`src/rtl/uart_tx_fs_pkg.sv`:
```
package uart_tx_fs_pkg;

  typedef enum logic [2:0] {
    ST_IDLE  = 3'd0,
    ST_START = 3'd1,
    ST_DATA  = 3'd2,
    ST_PAR   = 3'd3,
    ST_STOP  = 3'd4
  } tx_state_e;

  // ticks per bit time in the oversampled mode
  localparam int OVS = 16;

  // parity select codes
  localparam logic [2:0] PAR_EVEN = 3'b000;
  localparam logic [2:0] PAR_ODD  = 3'b001;
  localparam logic [2:0] PAR_ZERO = 3'b010;
  localparam logic [2:0] PAR_ONE  = 3'b011;

endpackage

```
`src/rtl/uart_tx_fs_hold.sv`:
```
module uart_tx_fs_hold #(
  parameter int DATA_W = 8
) (
  input  logic              clk,
  input  logic              rst,
  input  logic [DATA_W-1:0] in_data,
  input  logic              in_valid,
  output logic              in_ready,
  input  logic              pop,
  output logic              full,
  output logic [DATA_W-1:0] data
);

  logic push;
  assign push     = in_valid && !full;
  assign in_ready = !full;

  always_ff @(posedge clk) begin
    if (rst) begin
      full <= 1'b0;
      data <= '0;
    end else begin
      if (push) begin
        full <= 1'b1;
        data <= in_data;
      end else if (pop) begin
        full <= 1'b0;
      end
    end
  end

  // a held byte is never overwritten before it leaves
  assert_hold_stable_R11: assert property (@(posedge clk) disable iff (rst)
    (full && !pop) |=> (full && $stable(data)));

  // a pop only happens when something is held
  assert_no_underflow_R11: assert property (@(posedge clk) disable iff (rst)
    pop |-> full);

endmodule

```
`src/rtl/uart_tx_fs_stoplen.sv`:
```
module uart_tx_fs_stoplen #(
  parameter int CNT_W = 6
) (
  input  logic [3:0]       code,
  input  logic             five_bit,
  input  logic             one_x,
  output logic [CNT_W-1:0] ticks
);

  localparam int BASE_SHORT = 9;
  localparam int BASE_FIVE  = 17;
  localparam int BASE_LONG  = 25;

  logic [CNT_W-1:0] base;

  always_comb begin
    if (code[3])       base = CNT_W'(BASE_LONG);
    else if (five_bit) base = CNT_W'(BASE_FIVE);
    else               base = CNT_W'(BASE_SHORT);

    if (one_x) ticks = code[3] ? CNT_W'(2) : CNT_W'(1);
    else       ticks = base + CNT_W'(code[2:0]);
  end

  // the decoded length is never zero and never beyond two bits
  always_comb begin
    assert_stop_range_R7: assert (ticks >= 1 && ticks <= CNT_W'(32));
  end

endmodule

```
`src/rtl/uart_tx_fs_cts.sv`:
```
module uart_tx_fs_cts #(
  parameter int SYNC_STAGES = 2
) (
  input  logic clk,
  input  logic rst,
  input  logic cts_en,
  input  logic cts_n,
  output logic cts_ok
);

  logic [SYNC_STAGES-1:0] sync_q;

  generate
    if (SYNC_STAGES == 1) begin : g_one
      always_ff @(posedge clk) begin
        if (rst) sync_q <= '1;
        else     sync_q <= cts_n;
      end
    end else begin : g_chain
      always_ff @(posedge clk) begin
        if (rst) sync_q <= '1;
        else     sync_q <= {sync_q[SYNC_STAGES-2:0], cts_n};
      end
    end
  endgenerate

  assign cts_ok = !cts_en || !sync_q[SYNC_STAGES-1];

endmodule

```
`src/rtl/uart_tx_fs_shift.sv`:
```
module uart_tx_fs_shift
  import uart_tx_fs_pkg::*;
#(
  parameter int DATA_W = 8,
  parameter int CNT_W  = 6
) (
  input  logic              clk,
  input  logic              rst,
  input  logic              tick_en,
  input  logic              start_ok,
  input  logic [DATA_W-1:0] ld_data,
  input  logic [1:0]        ld_len,
  input  logic [2:0]        ld_par,
  input  logic [CNT_W-1:0]  ld_stop,
  input  logic              ld_one_x,
  output logic              take,
  output logic              busy,
  output logic              txd
);

  localparam int IDX_W = $clog2(DATA_W);
  localparam int MIN_BITS = DATA_W - 3;

  tx_state_e         state;
  logic [CNT_W-1:0]  cnt;
  logic [IDX_W-1:0]  idx;
  logic [IDX_W-1:0]  last_idx_q;
  logic [DATA_W-1:0] shreg;
  logic              par_en_q;
  logic              par_q;
  logic [CNT_W-1:0]  stop_q;
  logic              one_x_q;

  logic [IDX_W-1:0]  ld_last_idx;
  logic [DATA_W-1:0] masked;
  logic              ld_par_bit;
  logic              bit_end;
  logic              stop_end;
  logic              launch;

  assign ld_last_idx = IDX_W'(MIN_BITS - 1) + IDX_W'(ld_len);

  always_comb begin
    for (int i = 0; i < DATA_W; i++) begin
      masked[i] = ld_data[i] && (IDX_W'(i) <= ld_last_idx);
    end
    case (ld_par)
      PAR_EVEN: ld_par_bit = ^masked;
      PAR_ODD:  ld_par_bit = ~^masked;
      PAR_ZERO: ld_par_bit = 1'b0;
      PAR_ONE:  ld_par_bit = 1'b1;
      default:  ld_par_bit = 1'b0;
    endcase
  end

  assign bit_end  = tick_en && (cnt == (one_x_q ? CNT_W'(0) : CNT_W'(OVS - 1)));
  assign stop_end = tick_en && (state == ST_STOP) && (cnt == stop_q - CNT_W'(1));
  assign launch   = start_ok && tick_en && ((state == ST_IDLE) || stop_end);
  assign take     = launch;
  assign busy     = (state != ST_IDLE);

  always_ff @(posedge clk) begin
    if (rst) begin
      state      <= ST_IDLE;
      cnt        <= '0;
      idx        <= '0;
      last_idx_q <= '0;
      shreg      <= '0;
      par_en_q   <= 1'b0;
      par_q      <= 1'b0;
      stop_q     <= CNT_W'(1);
      one_x_q    <= 1'b0;
      txd        <= 1'b1;
    end else if (launch) begin
      state      <= ST_START;
      cnt        <= '0;
      idx        <= '0;
      last_idx_q <= ld_last_idx;
      shreg      <= ld_data;
      par_en_q   <= !ld_par[2];
      par_q      <= ld_par_bit;
      stop_q     <= ld_stop;
      one_x_q    <= ld_one_x;
      txd        <= 1'b0;
    end else if (tick_en) begin
      case (state)
        ST_START: begin
          if (bit_end) begin
            state <= ST_DATA;
            cnt   <= '0;
            txd   <= shreg[0];
          end else begin
            cnt <= cnt + CNT_W'(1);
          end
        end
        ST_DATA: begin
          if (bit_end) begin
            cnt <= '0;
            if (idx == last_idx_q) begin
              if (par_en_q) begin
                state <= ST_PAR;
                txd   <= par_q;
              end else begin
                state <= ST_STOP;
                txd   <= 1'b1;
              end
            end else begin
              idx   <= idx + IDX_W'(1);
              shreg <= shreg >> 1;
              txd   <= shreg[1];
            end
          end else begin
            cnt <= cnt + CNT_W'(1);
          end
        end
        ST_PAR: begin
          if (bit_end) begin
            state <= ST_STOP;
            cnt   <= '0;
            txd   <= 1'b1;
          end else begin
            cnt <= cnt + CNT_W'(1);
          end
        end
        ST_STOP: begin
          if (stop_end) begin
            state <= ST_IDLE;
            cnt   <= '0;
          end else begin
            cnt <= cnt + CNT_W'(1);
          end
        end
        default: begin
          cnt <= '0;
        end
      endcase
    end
  end

  // start bit drives the line low
  assert_start_low_R2: assert property (@(posedge clk) disable iff (rst)
    (state == ST_START) |-> !txd);

  // stop period and idle keep the line high
  assert_stop_high_R2: assert property (@(posedge clk) disable iff (rst)
    (state == ST_STOP || state == ST_IDLE) |-> txd);

  // nothing moves without a tick
  assert_tick_freeze_R14: assert property (@(posedge clk) disable iff (rst)
    !tick_en |=> ($stable(txd) && $stable(state) && $stable(cnt)));

  // an idle transmitter stays idle while start is gated off
  assert_cts_gate_R9: assert property (@(posedge clk) disable iff (rst)
    (state == ST_IDLE && !start_ok) |=> (state == ST_IDLE));

  // captured stop length does not change inside a frame
  assert_cfg_latched_R13: assert property (@(posedge clk) disable iff (rst)
    (busy && !launch) |=> $stable(stop_q));

endmodule

```
`src/rtl/uart_tx_fracstop.sv`:
```
module uart_tx_fracstop #(
  parameter int DATA_W      = 8,
  parameter int CNT_W       = 6,
  parameter int SYNC_STAGES = 2
) (
  input  logic              clk,
  input  logic              rst,
  input  logic              tick_en,
  input  logic [DATA_W-1:0] in_data,
  input  logic              in_valid,
  output logic              in_ready,
  input  logic [1:0]        char_len,
  input  logic [2:0]        par_mode,
  input  logic [3:0]        stop_code,
  input  logic              cts_en,
  input  logic              cts_n,
  input  logic              one_x_mode,
  output logic              txd,
  output logic              tx_ready,
  output logic              tx_empty
);

  logic              hold_full;
  logic [DATA_W-1:0] hold_data;
  logic              take;
  logic              busy;
  logic              cts_ok;
  logic [CNT_W-1:0]  stop_ticks;

  uart_tx_fs_hold #(.DATA_W(DATA_W)) u_hold (
    .clk      (clk),
    .rst      (rst),
    .in_data  (in_data),
    .in_valid (in_valid),
    .in_ready (in_ready),
    .pop      (take),
    .full     (hold_full),
    .data     (hold_data)
  );

  uart_tx_fs_cts #(.SYNC_STAGES(SYNC_STAGES)) u_cts (
    .clk    (clk),
    .rst    (rst),
    .cts_en (cts_en),
    .cts_n  (cts_n),
    .cts_ok (cts_ok)
  );

  uart_tx_fs_stoplen #(.CNT_W(CNT_W)) u_stop (
    .code     (stop_code),
    .five_bit (char_len == 2'b00),
    .one_x    (one_x_mode),
    .ticks    (stop_ticks)
  );

  uart_tx_fs_shift #(.DATA_W(DATA_W), .CNT_W(CNT_W)) u_shift (
    .clk      (clk),
    .rst      (rst),
    .tick_en  (tick_en),
    .start_ok (hold_full && cts_ok),
    .ld_data  (hold_data),
    .ld_len   (char_len),
    .ld_par   (par_mode),
    .ld_stop  (stop_ticks),
    .ld_one_x (one_x_mode),
    .take     (take),
    .busy     (busy),
    .txd      (txd)
  );

  assign tx_ready = !hold_full;
  assign tx_empty = !hold_full && !busy;

  // empty implies ready
  assert_empty_ready_R12: assert property (@(posedge clk) disable iff (rst)
    tx_empty |-> tx_ready);

  // an empty transmitter keeps the line idle
  assert_empty_idle_R12: assert property (@(posedge clk) disable iff (rst)
    tx_empty |-> txd);

endmodule

```
`config.mk`:
```
export PLATFORM = sky130hd
export DESIGN_NAME = uart_tx_fracstop
export DESIGN_NICKNAME = d
export VERILOG_FILES = /design/src/rtl/uart_tx_fs_pkg.sv /design/src/rtl/uart_tx_fs_hold.sv /design/src/rtl/uart_tx_fs_stoplen.sv /design/src/rtl/uart_tx_fs_cts.sv /design/src/rtl/uart_tx_fs_shift.sv /design/src/rtl/uart_tx_fracstop.sv
export SDC_FILE = /design/constraint.sdc
export NUM_CORES = 1
export LEC_CHECK = 0
export BUFFER_PORTS_ARGS = -buffer_cell sky130_fd_sc_hd__buf_2
export CORE_MARGIN = 2
export CORE_UTILIZATION = 58
export DETAILED_ROUTE_END_ITERATION = 10
export GPL_ROUTABILITY_DRIVEN = 0
export GPL_TIMING_DRIVEN = 0
export PLACE_DENSITY = 0.89
export SYNTH_ARGS = -nofsm -noshare
export SYNTH_HDL_FRONTEND = slang
export SYNTH_SLANG_ARGS = --single-unit
```
`constraint.sdc`:
```
create_clock -name clk -period 2.65 [get_ports clk]
set_input_delay 0.795 -clock clk [delete_from_list [all_inputs] [get_ports clk]]
set_output_delay 0.795 -clock clk [all_outputs]
set_load 0.01 [all_outputs]
```
[After elaboration in Yosys (flattened, before gate mapping)]
Cells that the tools add are included.
Cells by class
  eq/ne operators: 20
  order comparisons: 8
  bitwise logic cells: 1
  muxes and demuxes: 33
  $add $sub $neg: 5
  reduce and logical (&&, ||, !) cells: 43
Operators with widths (number)
  two-way mux 8 bit: 5
  two-way mux 6 bit: 4
  two-way mux 3 bit: 6
  logical AND 1 bit: 16
  inequality test 3 x 2 -> 1 bit, second input constant: 5
  AND reduction 7 bit: 2
  == test 6 bit: 2
  less-or-equal comparator 3 bit, first input constant: 4
  case mux 3 bit (4 select lines): 1
  case mux 6 bit (2 select lines): 1
  two-way mux 1 bit: 11
  inequality test 2 x 1 -> 1 bit, second input constant: 5
  == test 3 x 2 -> 1 bit, second input constant: 3
  AND reduction 4 bit: 2
  nonzero test 2 bit: 4
  nonzero test 4 bit: 2
  XNOR reduction 8 bit: 1
  parity 8 bit: 1
  adder 6 x 1 -> 6 bit, second input constant: 1
  adder 6 x 3 -> 6 bit: 1
  == test 3 x 1 -> 1 bit, second input constant: 2
  less-or-equal comparator 1 x 3 -> 1 bit, first input constant: 2
  less-or-equal comparator 2 x 3 -> 1 bit, first input constant: 2
  logical NOT 3 bit: 2
  19 further kinds: 25
Storage, ports and cells
  output and inout port bits: 4
  input bits: 24
  flip-flop bits (word level): 44

[Longest topological paths before layout]
  depth in word-level cells: 7
  mapped depth: 9
  gate-level depth less buffers: 8

[Modules after synthesis]
Synthesis repeated with hierarchy kept, for this count alone.
Unflattened totals
  cells, all modules: 281
  area total of the unflattened synthesis: 2488.6 µm²
By module, submodules not included
  uart_tx_fs_shift: area an instance 1884.3 µm², times used 1, cells an instance 220
  uart_tx_fs_hold: area an instance 430.4 µm², times used 1, cells an instance 39
  uart_tx_fs_stoplen: area an instance 100.1 µm², times used 1, cells an instance 13
  uart_tx_fs_cts: area an instance 56.3 µm², times used 1, cells an instance 5
  uart_tx_fracstop: area an instance 17.5 µm², times used 1, cells an instance 4

[Least setup slack after synthesis]
Ideal clock, no wire load.
  kind: input port to flip-flop
  start: in tick_en
  end: reg u_shift.shreg[4]
  setup slack: 214 ps
  arrival: 2316 ps
  stages: 5
  path through: or3b_2 a2111oi_4 nand3_2 and3_1 a211o_1
On the way
  cells in the longest elaborated chain, start to end: 6
  elaborated cells on any way between the ends: 12
  classes of those cells: 1 x eq/ne; 1 x mux; 10 x reduce/logical
Ends and longest elaborated chain
  from (decl): line uart_tx_fracstop.sv:8  | input logic tick_en,
  logical AND 1 bit (2 in a row): line uart_tx_fs_shift.sv:57  | assign stop_end = tick_en && (state == ST_STOP) && (cnt == stop_q - CNT_W'(1));
  logical OR 1 bit: line uart_tx_fs_shift.sv:58  | assign launch = start_ok && tick_en && ((state == ST_IDLE) || stop_end);
  logical AND 1 bit: line uart_tx_fs_shift.sv:58
  inequality test 2 bit (no source line) / nonzero test 2 bit (equally long branches)
  AND reduction 4 bit (no source line)
  to (signal assigned): line uart_tx_fs_shift.sv:79  | shreg <= ld_data;
  to (signal assigned): line uart_tx_fs_shift.sv:109  | shreg <= shreg >> 1;
  to (decl): line uart_tx_fs_shift.sv:28  | logic [DATA_W-1:0] shreg;
Parallel ways exist; a longest one is shown, timed or not.
A chain may end at the register's enable or synchronous reset.

[Worst setup path in the final report]
  start: reg u_shift.stop_q[0]
  end: reg u_shift.shreg[1]
On the way
  cells in the longest elaborated chain, start to end: 7
  elaborated cells on any way between the ends: 11
  classes of those cells: 1 x add/sub; 2 x eq/ne; 1 x mux; 7 x reduce/logical
Ends and longest elaborated chain
  from (decl): line uart_tx_fs_shift.sv:31  | logic [CNT_W-1:0] stop_q;
  from (signal assigned): line uart_tx_fs_shift.sv:82  | stop_q <= ld_stop;
  subtractor 6 x 1 -> 6 bit (*): line uart_tx_fs_shift.sv:57
  == test 6 bit (*): line uart_tx_fs_shift.sv:57
  logical AND 1 bit (*): line uart_tx_fs_shift.sv:57
  logical OR 1 bit (*): line uart_tx_fs_shift.sv:58
  logical AND 1 bit (*): line uart_tx_fs_shift.sv:58
  inequality test 2 bit (no source line) / nonzero test 2 bit (equally long branches)
  AND reduction 4 bit (no source line)
Every way passes the cells marked *; elsewhere a longest branch is shown, timed or not.

==> impl_metrics.env <==
export IMPL_final_hold_violation_count=0
export IMPL_dr_total_vias=2227
export IMPL_fin_skew_ns=0.005612
export IMPL_ant_nets=0
export IMPL_drv_cap=0
export IMPL_syn_inst=284
export IMPL_ys_ff_latch=44
export IMPL_layout_min_cycle_time_ns=2.561
export IMPL_cts_made_buffers=5
export IMPL_grt_pass1_vias=2074
export IMPL_layout_common_cells="44 x dfxtp_1, 28 x buf_2, 22 x a21oi_1, 21 x nor2_1, 15 x nand3_1"
export IMPL_hold_class="register to register"
export IMPL_core_area_mm2=0.004029
export IMPL_numPortBuffers=27
export IMPL_clk_latency_ns=0.29
export IMPL_cellLeakagePower_nw=1.051
export IMPL_cts_tree="done"
export IMPL_grt_max_degree=13
export IMPL_seqCellArea_um2=880.8
export IMPL_detail_route_wirelength_um=5585
export IMPL_cp_end_kind="register"
export IMPL_ys_seq_area_frac=0.3597
export IMPL_row_count=23
export IMPL_maxSlewHeadroom=0.5119
export IMPL_grt_first_pass_wirelength_um=8928
export IMPL_avgSynthCellArea_um2=8.622
export IMPL_first_iter_violations=115
export IMPL_detail_route_vias_per_cell=6.052
export IMPL_wl_per_cell_um=15.18
export IMPL_final_layout_size_suffix_gt1_frac=0.1918
export IMPL_start_util=0.6078
export IMPL_h_tree_depth=2
export IMPL_dieArea_mm2=0.004758
export IMPL_synth_edf_count=0
export IMPL_die_w_um=68.98
export IMPL_rr_startpoint="u_shift.stop_q[0]$_SDFFE_PP1P_"
export IMPL_grt_use_total=0.2531
export IMPL_drv_slew=0
export IMPL_min_to="u_cts.sync_q[1]$_SDFF_PP1_"
export IMPL_route_detailed_drc=0
export IMPL_ys_flop_type="dfxtp_1"
export IMPL_power_density_mw_per_mm2=489.3
export IMPL_ys_async_sr_fraction=0
export IMPL_worst_ep_arrival_time_ns=2.74
export IMPL_layout_commonest_cell="dfxtp_1"
export IMPL_tns_ns=0
export IMPL_max_freq_mhz=390.4
export IMPL_antennaDiodeCount=0
export IMPL_finalCritPeriodShare=0.9666
export IMPL_die_h_um=68.98
export IMPL_drt_pre_antenna_iters=4
export IMPL_dp_hpwl_um=4081
export IMPL_nNetsFinal=346
export IMPL_cts_num_sinks=44
export IMPL_nFillCells=341
export IMPL_area_delta_synth_final_pct=12.83
export IMPL_critPathKind="register to register"
export IMPL_overflow=0
export IMPL_regToRegEndpoint="u_shift.shreg[1]$_SDFFE_PP0P_"
export IMPL_ios=28
export IMPL_cp_start_kind="register"
export IMPL_ir_drop_mv=0.3772
export IMPL_cts_hold_buf=0
export IMPL_tightest_slew_ns=0.7266
export IMPL_syn_cell_area_mm2=0.002449
export IMPL_min_path_cells=1
export IMPL_clock_root_buffer="clkbuf_8"
export IMPL_required_ns=2.83
export IMPL_rr_worst_depth=9
export IMPL_worstHoldStart="u_cts.sync_q[0]$_SDFF_PP1_"
export IMPL_yosysWarnings=0
export IMPL_yosys_cell_types_count=54
export IMPL_setup_viol=0
export IMPL_status="complete, no violations"
export IMPL_synth_nets=312
export IMPL_antenna_found_initial=0
export IMPL_whs_ns=0.4112
export IMPL_multiInputGateArea_mm2=0.001458
export IMPL_rrSetupSlack_ns=0.09
export IMPL_clk_pin_slew_ns=0.08
export IMPL_cts_buffer_depth=2
export IMPL_crit_fanout=10
per-stage QoR:
step	instance area (µm²)	power, W	setup slack, ns	std cells	utilization
CTS	2743	0.001357	0.06784	368	0.6807
finish	2763	0.001352	0.08855	368	0.6857
global route	2763	0.001409	-0.07705	368	0.6857
floorplan	2449	0.0008511	0.2141	284	-
global placement	2646	0.0009062	-0.1190	361	0.6568
detailed placement	2646	0.0009138	-0.1447	361	0.6568
metal layers:
metal  up-vias  share of wire  GRT usage
met4         0          0.020     0.1005
met5         -              0          0
met2        63           0.49     0.4579
met3        13          0.049    0.06006
li1       1096              -          -
met1      1055           0.44     0.2841
power breakdown:
part | leakage (nW) | switching (W) | internal, W
combinational | 0.643 | 0.000106 | 0.0000940
clock | 0.0503 | 0.000216 | 0.000232
sequential | 0.358 | 0.0000200 | 0.000684
total | 1.05 | 0.000342 | 0.00101
logic make-up after synthesis:
logic type / Yosys count / share of synthesized area
compound gates: 74 / 0.2039
flops: 44 / 0.3597
mux: 11 / 0.04548
xor+xnor: 19 / 0.07358
fa+ha+maj: 4 / 0.02044
buf+inv: 25 / 0.05161
simple gates: 107 / 0.2453
worst max-delay path, cell delays in order (launching register included):
cell,delay (ns)
dfxtp_1,0.40
inv_1,0.06
ha_1,0.23
nor2b_1,0.14
or3_2,0.49
a31o_2,0.28
o21ai_2,0.22
nand2_1,0.10
clkbuf_2,0.21
a311oi_1,0.32
repair_timing:
item,4_1_cts,5_1_grt
setup endpoints to repair,0,20
endpoints found under the hold margin,0,0
buffers inserted,0,0
gates resized for setup,0,6
registers in the layout (all words and copies together) (netlist names):
name / flops
u_shift.last_idx_q: 3
u_shift.idx: 3
u_shift.txd: 1
u_shift.par_en_q: 1
u_shift.stop_q: 6
u_hold.full: 1
u_shift.one_x_q: 1
u_shift.cnt: 6
u_shift.shreg: 8
u_hold.data: 8
u_cts.sync_q: 2
u_shift.par_q: 1
u_shift.state: 3
cells in the mapped netlist, types with 3 or more instances:
cell type / instances / area (µm²)
dfxtp_1: 44 / 880.8
a21oi_1: 22 / 110.1
nor2_1: 21 / 78.83
nand3_1: 15 / 75.07
o21ai_0: 14 / 70.07
nand2_1: 13 / 48.80
xnor2_1: 13 / 113.9
clkbuf_1: 10 / 37.54
mux2i_1: 10 / 100.1
nor3_1: 9 / 45.04
inv_1: 8 / 30.03
o211ai_1: 8 / 60.06
nor2b_1: 7 / 43.79
a311oi_1: 6 / 52.55
a31oi_1: 5 / 31.28
nand2b_1: 5 / 31.28
nor3b_1: 5 / 37.54
xor2_1: 5 / 43.79
and3_1: 4 / 25.02
ha_1: 4 / 50.05
or2_2: 4 / 25.02
a211oi_1: 3 / 22.52
and2_1: 3 / 18.77
and4_1: 3 / 26.28
buf_6: 3 / 33.78
or4_1: 3 / 22.52
how the worst max path moves through the flow:
stage	start	slack, ns	cells past startpoint	end
final	u_shift.stop_q[0]$_SDFFE_PP1P_	0.09	9	u_shift.shreg[1]$_SDFFE_PP0P_
after global routing	u_shift.stop_q[0]$_SDFFE_PP1P_	-0.08	9	u_shift.shreg[1]$_SDFFE_PP0P_
after CTS	u_shift.stop_q[0]$_SDFFE_PP1P_	0.07	9	u_shift.shreg[4]$_SDFFE_PP0P_
after detailed placement	tick_en	-0.14	6	u_shift.shreg[4]$_SDFFE_PP0P_
after global placement	tick_en	-0.12	6	u_shift.shreg[4]$_SDFFE_PP0P_
after floorplan	tick_en	0.21	5	u_shift.shreg[4]$_SDFFE_PP0P_
cell type report:
type                       count  area share
buffer                        17     0.03623
clock buffer                   7     0.03487
inverter                       8     0.01087
multi-input combinational    215      0.5276
sequential                    44      0.3188
tap                           50     0.02264
timing repair buffer          27     0.04891
Power figures use the tool's default switching activity.
